[src/rtl/fuse_pkg.sv]
package fuse_pkg;
  localparam int KEY_W  = 16;
  localparam int CMD_W  = 2;
  localparam int TIM_W  = 8;
  localparam logic [KEY_W-1:0] KEY_PGM = 16'h5A5A;
  localparam logic [KEY_W-1:0] KEY_RD  = 16'h5AA5;
  localparam logic [CMD_W-1:0] CMD_NONE = 2'd0;
  localparam logic [CMD_W-1:0] CMD_RD   = 2'd1;
  localparam logic [CMD_W-1:0] CMD_PGM  = 2'd2;

  typedef struct packed {
    logic [TIM_W-1:0] sel0;
    logic [TIM_W-1:0] sel1;
    logic [TIM_W-1:0] dac_div;
  } fuse_tim_t;

  typedef enum logic [2:0] {
    S_IDLE, S_TIM, S_PKEY, S_PCMD, S_PWAIT, S_RKEY, S_RCMD, S_RWAIT
  } seq_st_e;
endpackage

[src/rtl/fuse_timing_sel.sv]
module fuse_timing_sel
  import fuse_pkg::*;
#(
  parameter int MHZ_W   = 8,
  parameter int LOW_MHZ = 26,
  parameter int MID_MHZ = 40
) (
  input  logic             clk_i,
  input  logic             rst_ni,
  input  logic             load_i,
  input  logic [MHZ_W-1:0] mhz_i,
  output fuse_tim_t        tim_o
);
  fuse_tim_t band_d, tim_q;

  always_comb begin
    if (int'(mhz_i) <= LOW_MHZ)      band_d = '{sel0: 8'd250, sel1: 8'd255, dac_div: 8'd52};
    else if (int'(mhz_i) <= MID_MHZ) band_d = '{sel0: 8'd160, sel1: 8'd255, dac_div: 8'd80};
    else                             band_d = '{sel0: 8'd80,  sel1: 8'd128, dac_div: 8'd100};
  end

  always_ff @(posedge clk_i or negedge rst_ni) begin
    if (!rst_ni)     tim_q <= '0;
    else if (load_i) tim_q <= band_d;
  end

  assign tim_o = tim_q;
endmodule

[src/rtl/fuse_cmd_unit.sv]
module fuse_cmd_unit
  import fuse_pkg::*;
(
  input  logic             clk_i,
  input  logic             rst_ni,
  input  logic             wr_conf_i,
  input  logic             wr_cmd_i,
  input  logic [KEY_W-1:0] wdata_i,
  input  logic             macro_done_i,
  output logic [KEY_W-1:0] conf_o,
  output logic [CMD_W-1:0] cmd_o,
  output logic             err_o,
  output logic             macro_start_o
);
  logic [KEY_W-1:0] conf_q;
  logic [CMD_W-1:0] cmd_q, code;
  logic             err_q, start_q, is_cmd, key_ok;

  always_comb begin
    code   = wdata_i[CMD_W-1:0];
    is_cmd = (code == CMD_PGM) || (code == CMD_RD);
    key_ok = ((code == CMD_PGM) && (conf_q == KEY_PGM)) ||
             ((code == CMD_RD)  && (conf_q == KEY_RD));
  end

  always_ff @(posedge clk_i or negedge rst_ni) begin
    if (!rst_ni) begin
      conf_q  <= '0;
      cmd_q   <= CMD_NONE;
      err_q   <= 1'b0;
      start_q <= 1'b0;
    end else begin
      start_q <= 1'b0;
      if (wr_conf_i) conf_q <= wdata_i;
      if (wr_cmd_i && is_cmd) begin
        if (key_ok) begin
          cmd_q   <= code;
          err_q   <= 1'b0;
          start_q <= 1'b1;
        end else begin
          err_q   <= 1'b1;   // rejected: register never shows the code
        end
      end else if (macro_done_i && (cmd_q != CMD_NONE)) begin
        cmd_q <= CMD_NONE;
      end
    end
  end

  assign conf_o        = conf_q;
  assign cmd_o         = cmd_q;
  assign err_o         = err_q;
  assign macro_start_o = start_q;
endmodule

[src/rtl/fuse_seq_fsm.sv]
module fuse_seq_fsm
  import fuse_pkg::*;
(
  input  logic             clk_i,
  input  logic             rst_ni,
  input  logic             start_i,
  input  logic             cmd_idle_i,
  output logic             load_tim_o,
  output logic             wr_conf_o,
  output logic             wr_cmd_o,
  output logic [KEY_W-1:0] wdata_o,
  output logic             busy_o,
  output logic             done_o
);
  seq_st_e st_q, st_d;
  logic    done_q;

  always_comb begin
    st_d       = st_q;
    load_tim_o = 1'b0;
    wr_conf_o  = 1'b0;
    wr_cmd_o   = 1'b0;
    wdata_o    = '0;
    unique case (st_q)
      S_IDLE:  if (start_i && cmd_idle_i) st_d = S_TIM;
      S_TIM:   begin load_tim_o = 1'b1; st_d = S_PKEY; end
      S_PKEY:  begin wr_conf_o = 1'b1; wdata_o = KEY_PGM; st_d = S_PCMD; end
      S_PCMD:  begin wr_cmd_o = 1'b1; wdata_o = {{(KEY_W-CMD_W){1'b0}}, CMD_PGM}; st_d = S_PWAIT; end
      S_PWAIT: if (cmd_idle_i) st_d = S_RKEY;
      S_RKEY:  begin wr_conf_o = 1'b1; wdata_o = KEY_RD; st_d = S_RCMD; end
      S_RCMD:  begin wr_cmd_o = 1'b1; wdata_o = {{(KEY_W-CMD_W){1'b0}}, CMD_RD}; st_d = S_RWAIT; end
      S_RWAIT: if (cmd_idle_i) st_d = S_IDLE;
      default: st_d = S_IDLE;
    endcase
  end

  always_ff @(posedge clk_i or negedge rst_ni) begin
    if (!rst_ni) begin
      st_q   <= S_IDLE;
      done_q <= 1'b0;
    end else begin
      st_q   <= st_d;
      done_q <= (st_q == S_RWAIT) && cmd_idle_i;
    end
  end

  assign busy_o = (st_q != S_IDLE);
  assign done_o = done_q;
endmodule

[src/rtl/fuse_burn_seq.sv]
module fuse_burn_seq
  import fuse_pkg::*;
#(
  parameter int MHZ_W   = 8,
  parameter int LOW_MHZ = 26,
  parameter int MID_MHZ = 40
) (
  input  logic             clk_i,
  input  logic             rst_ni,
  input  logic             start_i,
  input  logic [MHZ_W-1:0] bus_mhz_i,
  input  logic             host_wr_i,
  input  logic             host_sel_cmd_i,
  input  logic [15:0]      host_wdata_i,
  input  logic             macro_done_i,
  output logic             busy_o,
  output logic             done_o,
  output logic             err_o,
  output logic [15:0]      conf_o,
  output logic [1:0]       cmd_o,
  output logic [7:0]       sel0_o,
  output logic [7:0]       sel1_o,
  output logic [7:0]       dac_div_o,
  output logic             prog_force_o,
  output logic             macro_start_o,
  output logic             macro_prog_o,
  output logic [8:0]       macro_len_o
);
  fuse_tim_t        tim;
  logic             load_tim, seq_wr_conf, seq_wr_cmd, seq_busy, cmd_idle, host_ok;
  logic [KEY_W-1:0] seq_wdata, wdata;
  logic             wr_conf, wr_cmd;

  assign cmd_idle = (cmd_o == CMD_NONE);
  assign host_ok  = host_wr_i && !seq_busy && cmd_idle;
  assign wr_conf  = seq_wr_conf || (host_ok && !host_sel_cmd_i);
  assign wr_cmd   = seq_wr_cmd  || (host_ok &&  host_sel_cmd_i);
  assign wdata    = seq_busy ? seq_wdata : host_wdata_i;

  fuse_seq_fsm u_fsm (
    .clk_i, .rst_ni, .start_i,
    .cmd_idle_i (cmd_idle),
    .load_tim_o (load_tim),
    .wr_conf_o  (seq_wr_conf),
    .wr_cmd_o   (seq_wr_cmd),
    .wdata_o    (seq_wdata),
    .busy_o     (seq_busy),
    .done_o     (done_o)
  );

  fuse_timing_sel #(.MHZ_W(MHZ_W), .LOW_MHZ(LOW_MHZ), .MID_MHZ(MID_MHZ)) u_tim (
    .clk_i, .rst_ni,
    .load_i (load_tim),
    .mhz_i  (bus_mhz_i),
    .tim_o  (tim)
  );

  fuse_cmd_unit u_cmd (
    .clk_i, .rst_ni,
    .wr_conf_i     (wr_conf),
    .wr_cmd_i      (wr_cmd),
    .wdata_i       (wdata),
    .macro_done_i,
    .conf_o,
    .cmd_o,
    .err_o,
    .macro_start_o
  );

  assign busy_o       = seq_busy;
  assign sel0_o       = tim.sel0;
  assign sel1_o       = tim.sel1;
  assign dac_div_o    = tim.dac_div;
  assign macro_len_o  = {1'b0, tim.sel0} + {1'b0, tim.sel1};
  assign prog_force_o = (conf_o == KEY_PGM);
  assign macro_prog_o = (cmd_o == CMD_PGM);
endmodule

[config.mk]
export PLATFORM = sky130hd
export DESIGN_NAME = fuse_burn_seq
export DESIGN_NICKNAME = d
export VERILOG_FILES = /design/src/rtl/fuse_pkg.sv /design/src/rtl/fuse_timing_sel.sv /design/src/rtl/fuse_cmd_unit.sv /design/src/rtl/fuse_seq_fsm.sv /design/src/rtl/fuse_burn_seq.sv
export SDC_FILE = /design/constraint.sdc
export NUM_CORES = 1
export LEC_CHECK = 0
export BUFFER_PORTS_ARGS = -buffer_cell sky130_fd_sc_hd__clkbuf_2
export CORE_MARGIN = 1.5
export CORE_UTILIZATION = 42
export CTS_BUF_LIST = sky130_fd_sc_hd__clkbuf_16
export DETAILED_ROUTE_END_ITERATION = 7
export PLACE_DENSITY = 0.88
export REMOVE_ABC_BUFFERS = 1
export SYNTH_ARGS = -nofsm -noshare
export SYNTH_HDL_FRONTEND = slang
export SYNTH_SLANG_ARGS = --single-unit
[constraint.sdc]
create_clock -name clk_i -period 2.2 [get_ports clk_i]
set_input_delay 0.22 -clock clk_i [delete_from_list [all_inputs] [get_ports clk_i]]
set_output_delay 0.22 -clock clk_i [all_outputs]
set_load 0.02 [all_outputs]
==> results of run 1 <==
metal layers:
layer  global-route usage (%)  wire length, um  share of wire [%]  vias up
met5                        0                0                  0        -
met2                     31.8             2500                 50       90
met4                     11.8              310                6.2        0
met1                     23.5             1870                 37      822
li1                         -                -                  -      796
met3                     4.07              316                6.3       34
cells in the final DEF (no fill, tap or decap), drive strengths merged, types with 2 or more instances in the layout:
cell	instances
nor3	3
nand4bb	4
conb	6
o221ai	3
nor2	10
clkbuf	85
o2bb2ai	2
xnor2	3
o211ai	3
inv	17
nand2b	3
a21oi	10
nand3	8
nand2	16
o21ai	14
nor2b	5
nor4	2
ha	9
dfrtp	29
mux2i	13
buf	13
how the worst max path moves through the flow:
stage | start | to | slack, ns
6_report | u_fsm.st_q[2]$_DFFE_PN0P_ | u_cmd.cmd_o[1]$_DFFE_PN0P_ | -0.04
3_5_place_dp | u_fsm.st_q[0]$_DFFE_PN0P_ | u_cmd.cmd_o[1]$_DFFE_PN0P_ | -0.09
2_1_floorplan | u_tim.tim_o[14]$_DFFE_PN0P_ | macro_len_o[5] | -0.91
5_1_grt | u_fsm.st_q[0]$_DFFE_PN0P_ | u_cmd.cmd_o[1]$_DFFE_PN0P_ | -0.16
4_1_cts | u_fsm.st_q[0]$_DFFE_PN0P_ | u_cmd.cmd_o[1]$_DFFE_PN0P_ | 0.005
3_3_place_gp | u_fsm.st_q[0]$_DFFE_PN0P_ | u_cmd.cmd_o[0]$_DFFE_PN0P_ | 0.04
critical path, stage by stage (launching register included):
cell and delay [ns]:
dfrtp_2 0.45, nor2_4 0.18, a21oi_2 0.08, nor2_1 0.15, a21oi_2 0.06, inv_1 0.09, ha_2 0.19, nor4bb_4 0.29
and3_1 0.19, a32o_2 0.21, nand2_1 0.11, o2bb2ai_1 0.17
per-stage QoR:
step / area [sq um] / TNS [ns]
after floorplan: 1680 / -5.11
after global placement: 2210 / 0
after detailed placement: 2210 / -0.176
after CTS: 2380 / 0
after global routing: 2430 / -0.319
final: 2430 / -0.0786
power by group:
group | total, uW | switching (uW) | internal (uW)
clock | 620 | 215 | 404
combinational | 2000 | 1210 | 791
sequential | 950 | 236 | 714
sequential cells by signal (all words and copies together), names as in the netlist:
signal / flops
u_cmd.cmd_o: 2
u_cmd.err_o: 1
u_fsm.st_q: 3
u_tim.tim_o: 5
u_cmd.conf_o: 16
u_fsm.done_o: 1
u_cmd.macro_start_o: 1
logic make-up after synthesis:
logic type	count (synthesis)	synth area share [%]
other	1	0.204
flip-flops	29	39.4
multiplexers	14	8.36
XOR/XNOR	3	1.43
AO/OA/AOI/OAI	36	12.2
AND/OR/NAND/NOR	60	19.8
adder cells (fa/ha/maj)	9	6.11
buffers and inverters	39	12.6
layout make-up:
| class | instances | area, sq um |
|---|---|---|
| clock inverter | 3 | 11.3 |
| tap | 50 | 62.6 |
| inverter | 14 | 52.6 |
| clock buffer | 5 | 125 |
| sequential | 29 | 728 |
| fill | 332 | 1690 |
| multi-input combinational | 128 | 946 |
| timing repair buffer | 93 | 502 |
repair_timing:
action | 4_1_cts | 5_1_grt
setup buffers | 2 | 2
pin swaps | 6 | 4
gates resized for setup | 8 | 6
setup endpoints to repair | 3 | 4
endpoints found under the hold margin | 0 | 0
==> metrics.md, run 1 <==
| Metric | Value |
|---|---|
| Nets@finish | `between 300 and 400` |
| Static leakage | `about 0.0013 uW` |
| DR iter-0 viols | `around 160` |
| First-pass GRT wire length | `about 7.6 mm` |
| Largest net degree at the start of global routing | `30` |
| IO Count | `87` |
| Mean Syn Cell Area | `9.64 sq um` |
| Post-synth EDFFs | `0` |
| Post-synthesis async set-or-reset flop share | `100%` |
| Worst-Skew Late Latency | `0.27 ns` |
| TritonCTS buffer count | `5` |
| Final wirelength | `5.00 mm` |
| Grt ovf | `0` |
| Worst VDD drop | `around 550 uV` |
| Critical-path maximum fanout | `4` |
| Die width | `69.2 um` |
| Req. time, crit path | `around 2.4 ns` |
| Number of library cell types mapped by synthesis | `43` |
| CP Capture Type | `register` |
| Dpl ws | `-0.0891 ns` |
| DRT Pass-1 Iters | `4` |
| Site Rows | `23` |
| DRT antenna net count | `0` |
| Area Growth Syn to Fin | `31.8%` |
| R2R setup slack | `-0.04 ns` |
| Initial Util | `roughly 45%` |
| Synth area leaders | `dfrtp_1 (39%), buf_4 (8.2%), mux2i_1 (6.5%)` |
| Overall routing resource usage | `between 10% and 20%` |
| Reg2Reg Depth | `11` |
| Final setup margin | `-0.0405 ns` |
| Synth Instances | `approximately 190` |
| Synth Warn # | `0` |
| Clock Tree Buf Depth | `2` |
| # hold bufs at CTS | `0` |
| Final Critical Period | `roughly 2.2 ns` |
| Area leader, netlist | `dfrtp_1` |
| Slew HR | `approximately 53%` |
| GPL Wtd Cong | `around 0.82` |
| Hpwl dp | `3.54 mm` |
| Core area | `a little over 0.004 sq mm` |
| Skew final | `roughly 0.0059 ns` |
| Top_reg_cell synth | `dfrtp_1` |
| Synthesized area | `between 0.0015 and 0.002 sq mm` |
| Highest clock rate | `446 MHz` |
| H-tree Lvls | `2` |
| Max_cap viols | `0` |
| CTS tree | `done` |
| Sequential share of the synthesized area | `39.4%` |
| Root Driver | `clkbuf_16` |
| Worst Hold Class | `primary input to asynchronous set/reset pin` |
| Failing checks | `hold timing, setup timing` |
| DR vias/cell | `approximately 5.4` |
| Pins Over Slew Limit | `0` |
| Vias in the first global route | `roughly 1,600` |
| Crit Path Class | `register to register` |
| Die area | `about 0.0048 sq mm` |
| Worst Tran Pin Value | `around 0.70 ns` |
| Pwr/cell area | `between 1000 and 1500 mW/mm^2` |
| Pwr Total | `approximately 3600 uW` |
| Status | `complete, but fails checks` |
| Die Y | `just under 70 um` |
| CP Launch Type | `register` |
| Input/output buffers | `80` |
| Top cell type's share of synthesized area | `39.4%` |
| Yosys reg bits | `29` |
| Most common library cells after synthesis | `dfrtp_1 (29), buf_4 (20), nand2_1 (15)` |
| Routed vias | `1,742` |
| Final worst-path cycle share | `102%` |
| Placed Cells | `310` |
| Clock Sinks | `29` |
| Final cell count without fillers | `322` |
| RSZ-0062 raised after global routing | `true` |
| Share of cells above drive strength 1 | `43.0%` |
| DR WL/cell | `15.5 um` |
| R2r startpoint | `u_fsm.st_q[2]$_DFFE_PN0P_` |
| Clock-pin slew on the worst setup and hold paths | `around 0.050 ns` |
| Core Util, Final | `59.0%` |
| Count leader, synth | `dfrtp_1` |
| CP arrival | `about 2.4 ns` |
| Post-route DRC | `0` |
| Final setup fails | `2` |
| Ant. Diodes | `0` |
| Fin Hold WS | `-0.0101 ns` |
| Hold Violations, Final | `22` |
| RR Endpoint | `u_cmd.cmd_o[1]$_DFFE_PN0P_` |
| Initial antenna violation count | `0` |
No activity file was read; power rests on OpenSTA's default activity.
==> inputs of run 2 (changes only) <==
--- a/config.mk
+++ b/config.mk
@@ -10,7 +10,7 @@
 export CORE_UTILIZATION = 42
 export CTS_BUF_LIST = sky130_fd_sc_hd__clkbuf_16
 export DETAILED_ROUTE_END_ITERATION = 7
-export PLACE_DENSITY = 0.88
+export PLACE_DENSITY = 0.77
 export REMOVE_ABC_BUFFERS = 1
 export SYNTH_ARGS = -nofsm -noshare
 export SYNTH_HDL_FRONTEND = slang
==> run 2 against run 1 <==
  * The flow now finishes without violations
  * Wire length is 15% lower
  * Hold slack better by 0.012 ns
  * Maximum frequency is 5.0% higher
  * Core utilization is 0.73 points higher
  * Die area stayed put
  * Via count is 7.0% lower
  * Critical path depth stayed put
  * Critical endpoint is now u_cmd.cmd_o[0]$_DFFE_PN0P_
  * Largest cell class unchanged
  * Highest routed layer unchanged
==> metrics.md, run 2 (synthesis results as in run 1) <==
| Metric | Value |
|---|---|
| Status | `finished clean` |
| Slew HR | `51.4% (-1.6 points)` |
| Fin Hold WS | `0.00239 ns (+0.0124 ns)` |
| Switching share of power | `45.2% (-1.3 points)` |
| Clock Tree Buf Depth | `2 (unchanged)` |
| Internal Power | `1970 uW (+3.1%)` |
| Highest clock rate | `469 MHz (+5.0%)` |
| Commonest non-fill, non-tap cell in the layout | `clkbuf_2` |
| RR Endpoint | `u_cmd.cmd_o[0]$_DFFE_PN0P_` |
| DRT antenna net count | `0 (unchanged)` |
| Largest net degree at the start of global routing | `30 (unchanged)` |
| Hpwl dp | `3.25 mm (-8.2%)` |
| Crit Path Class | `register to register` |
| Initial antenna violation count | `0 (unchanged)` |
| Input/output buffers | `80 (unchanged)` |
| Area Growth Syn to Fin | `33.4%` |
| Initial Util | `44.8% (unchanged)` |
| DR WL/cell | `13.2 um (-15%)` |
| Max_cap viols | `0 (unchanged)` |
| Nets@finish | `312 (+0.65%)` |
| DR vias/cell | `5.02 (-7.3%)` |
| Routed vias | `1,620 (-7.0%)` |
| Net Sw Power | `1620 uW (-2.1%)` |
| Overall routing resource usage | `18.0% (-1.5 points)` |
| Largest register FFs | `16 (unchanged)` |
| Share of cells above drive strength 1 | `44.0% (+0.94 points)` |
| CP arrival | `2.32 ns (-0.11 ns)` |
| Final wirelength | `4.27 mm (-15%)` |
| Worst Tran Pin Value | `0.729 ns (+0.0241 ns)` |
| Die Y | `69.2 um (unchanged)` |
| CP Capture Type | `register` |
| Most frequent cells in the layout | `clkbuf_2 (80), dfrtp_1 (29), buf_4 (15), inv_1 (14), nand2_1 (14)` |
| Site Rows | `23 (unchanged)` |
| Ant. Diodes | `0 (unchanged)` |
| Pwr Total | `3590 uW (+0.65%)` |
| Clock-pin slew on the worst setup and hold paths | `0.05 ns (about the same)` |
| Root Driver | `clkbuf_16` |
| H-tree Lvls | `2 (unchanged)` |
| R2R setup slack | `0.07 ns (+0.11 ns)` |
| Pins Over Slew Limit | `0 (unchanged)` |
| Hold Violations, Final | `0 (-100%)` |
| Final setup fails | `0 (-2)` |
| Post-route DRC | `0 (unchanged)` |
| Grt ovf | `0 (unchanged)` |
| Worst VDD drop | `722 uV (+32%)` |
| Most used cell, CP | `a21oi_2` |
| Clock share of power | `17.2% (-0.2 points)` |
| First-pass GRT wire length | `7.02 mm (-7.5%)` |
| Final worst-path cycle share | `97.0% (-4.8 points)` |
| Vias in the first global route | `1,517 (-5.7%)` |
| Filler cells | `362 (+9.0%)` |
| Critical-path maximum fanout | `5 (+1)` |
| Dpl cell area | `0.00223 sq mm (+0.68%)` |
| Die width | `69.2 um (unchanged)` |
| Clock Sinks | `29 (unchanged)` |
| R2r startpoint | `u_fsm.st_q[0]$_DFFE_PN0P_` |
| Final Critical Period | `2.13 ns (-0.106 ns)` |
| DRT Pass-1 Iters | `4 (unchanged)` |
| Pwr/cell area | `1460 mW/mm^2 (-0.58%)` |
| Crit-path max cell delay | `0.42 ns (-0.03 ns)` |
| Worst-Skew Late Latency | `0.27 ns (about the same)` |
| CP Launch Type | `register` |
| IO Count | `87 (unchanged)` |
| Crit-path cells | `and2_4 -> a21oi_2 -> nor2_1 -> a21oi_2 -> inv_1 -> ha_2 -> nor4bb_4 -> and3_1 -> a32o_2 -> mux2i_2 -> o2bb2ai_1` |
| Core area | `0.00412 sq mm (unchanged)` |
| Static leakage | `0.00134 uW (+1.1%)` |
| GPL Wtd Cong | `0.791 (-2.9%)` |
| Combinational share of power | `57.1% (+1.1 points)` |
| Die area | `0.00479 sq mm (unchanged)` |
| Sequential power share | `25.7% (-0.9 points)` |
| Skew final | `0.00467 ns (-0.00120 ns)` |
| Req. time, crit path | `2.39 ns (about the same)` |
| TritonCTS buffer count | `5 (unchanged)` |
| DR iter-0 viols | `101 (-37%)` |
| Worst Hold Class | `primary input to asynchronous set/reset pin` |
| Reg2Reg Depth | `11 (unchanged)` |
| CTS tree | `done` |
| Slowest CP cell | `dfrtp_1` |
| Final non-filler cell area | `0.00246 sq mm (+1.2%)` |
[run 2: power by group through the flow]
stage,logic [uW],clock network (uW),registers [uW]
4_1_cts,1920,627,904
5_1_grt,2230,658,953
6_report,2050,617,922
3_5_place_dp,1840,0,907
2_1_floorplan,873,0,1210
3_3_place_gp,1810,0,898
[run 2: worst max path at each step]
stage / start / to
floorplan: u_tim.tim_o[14]$_DFFE_PN0P_ / macro_len_o[5]
global placement: u_fsm.st_q[0]$_DFFE_PN0P_ / u_cmd.cmd_o[1]$_DFFE_PN0P_
detailed placement: u_fsm.st_q[0]$_DFFE_PN0P_ / u_cmd.cmd_o[0]$_DFFE_PN0P_
CTS: u_fsm.st_q[0]$_DFFE_PN0P_ / u_cmd.cmd_o[0]$_DFFE_PN0P_
global route: u_fsm.st_q[0]$_DFFE_PN0P_ / u_cmd.cmd_o[0]$_DFFE_PN0P_
finish: u_fsm.st_q[0]$_DFFE_PN0P_ / u_cmd.cmd_o[0]$_DFFE_PN0P_
[run 2: per-layer routing]
layer | part of all wire [%] | wire length [um] | track usage (%)
met1 | 42 | 1800 | 22.3
met2 | 51 | 2180 | 30.4
met3 | 5.4 | 231 | 4.80
met4 | 1.4 | 58 | 5.88
met5 | 0 | 0 | 0
[run 2: stage by stage]
step / instances / setup slack, ns / util, % / setup TNS (ns)
after floorplan: 171 / -0.907 / - / -5.11
after global placement: 312 / 0.0504 / 54.1 / 0
after detailed placement: 312 / -0.0412 / 54.1 / -0.0608
after CTS: 322 / 0.00481 / 58.1 / 0
after global routing: 323 / -0.0182 / 59.7 / -0.0182
final: 323 / 0.0659 / 59.7 / 0
[run 2: what timing repair did]
action                     in CTS  in global routing
gates resized for setup         4                 12
buffers inserted                3                  1
hold buffers                    0                  0
hold endpoints to repair        0                  0
setup endpoints to repair       2                  4
pin swaps                       1                  5
[run 2: layout make-up]
type | count | area, sq um | area share (%)
Multi-Input combinational cell | 128 | 971 | 39.5
Sequential cell | 29 | 726 | 29.5
Timing Repair Buffer | 95 | 513 | 20.9
Clock buffer | 5 | 125 | 5.09
Tap cell | 50 | 62.6 | 2.55
Inverter | 14 | 52.6 | 2.14
Clock inverter | 2 | 7.51 | 0.305
[run 2: worst max-delay path, delay by kind of cell (launching register included)]
kind            cells  cell delay, ns
compound gates      4            0.68
simple gates        4            0.55
flops               1            0.42
mux                 1            0.18
fa+ha+maj           1            0.17
buf+inv             1            0.06
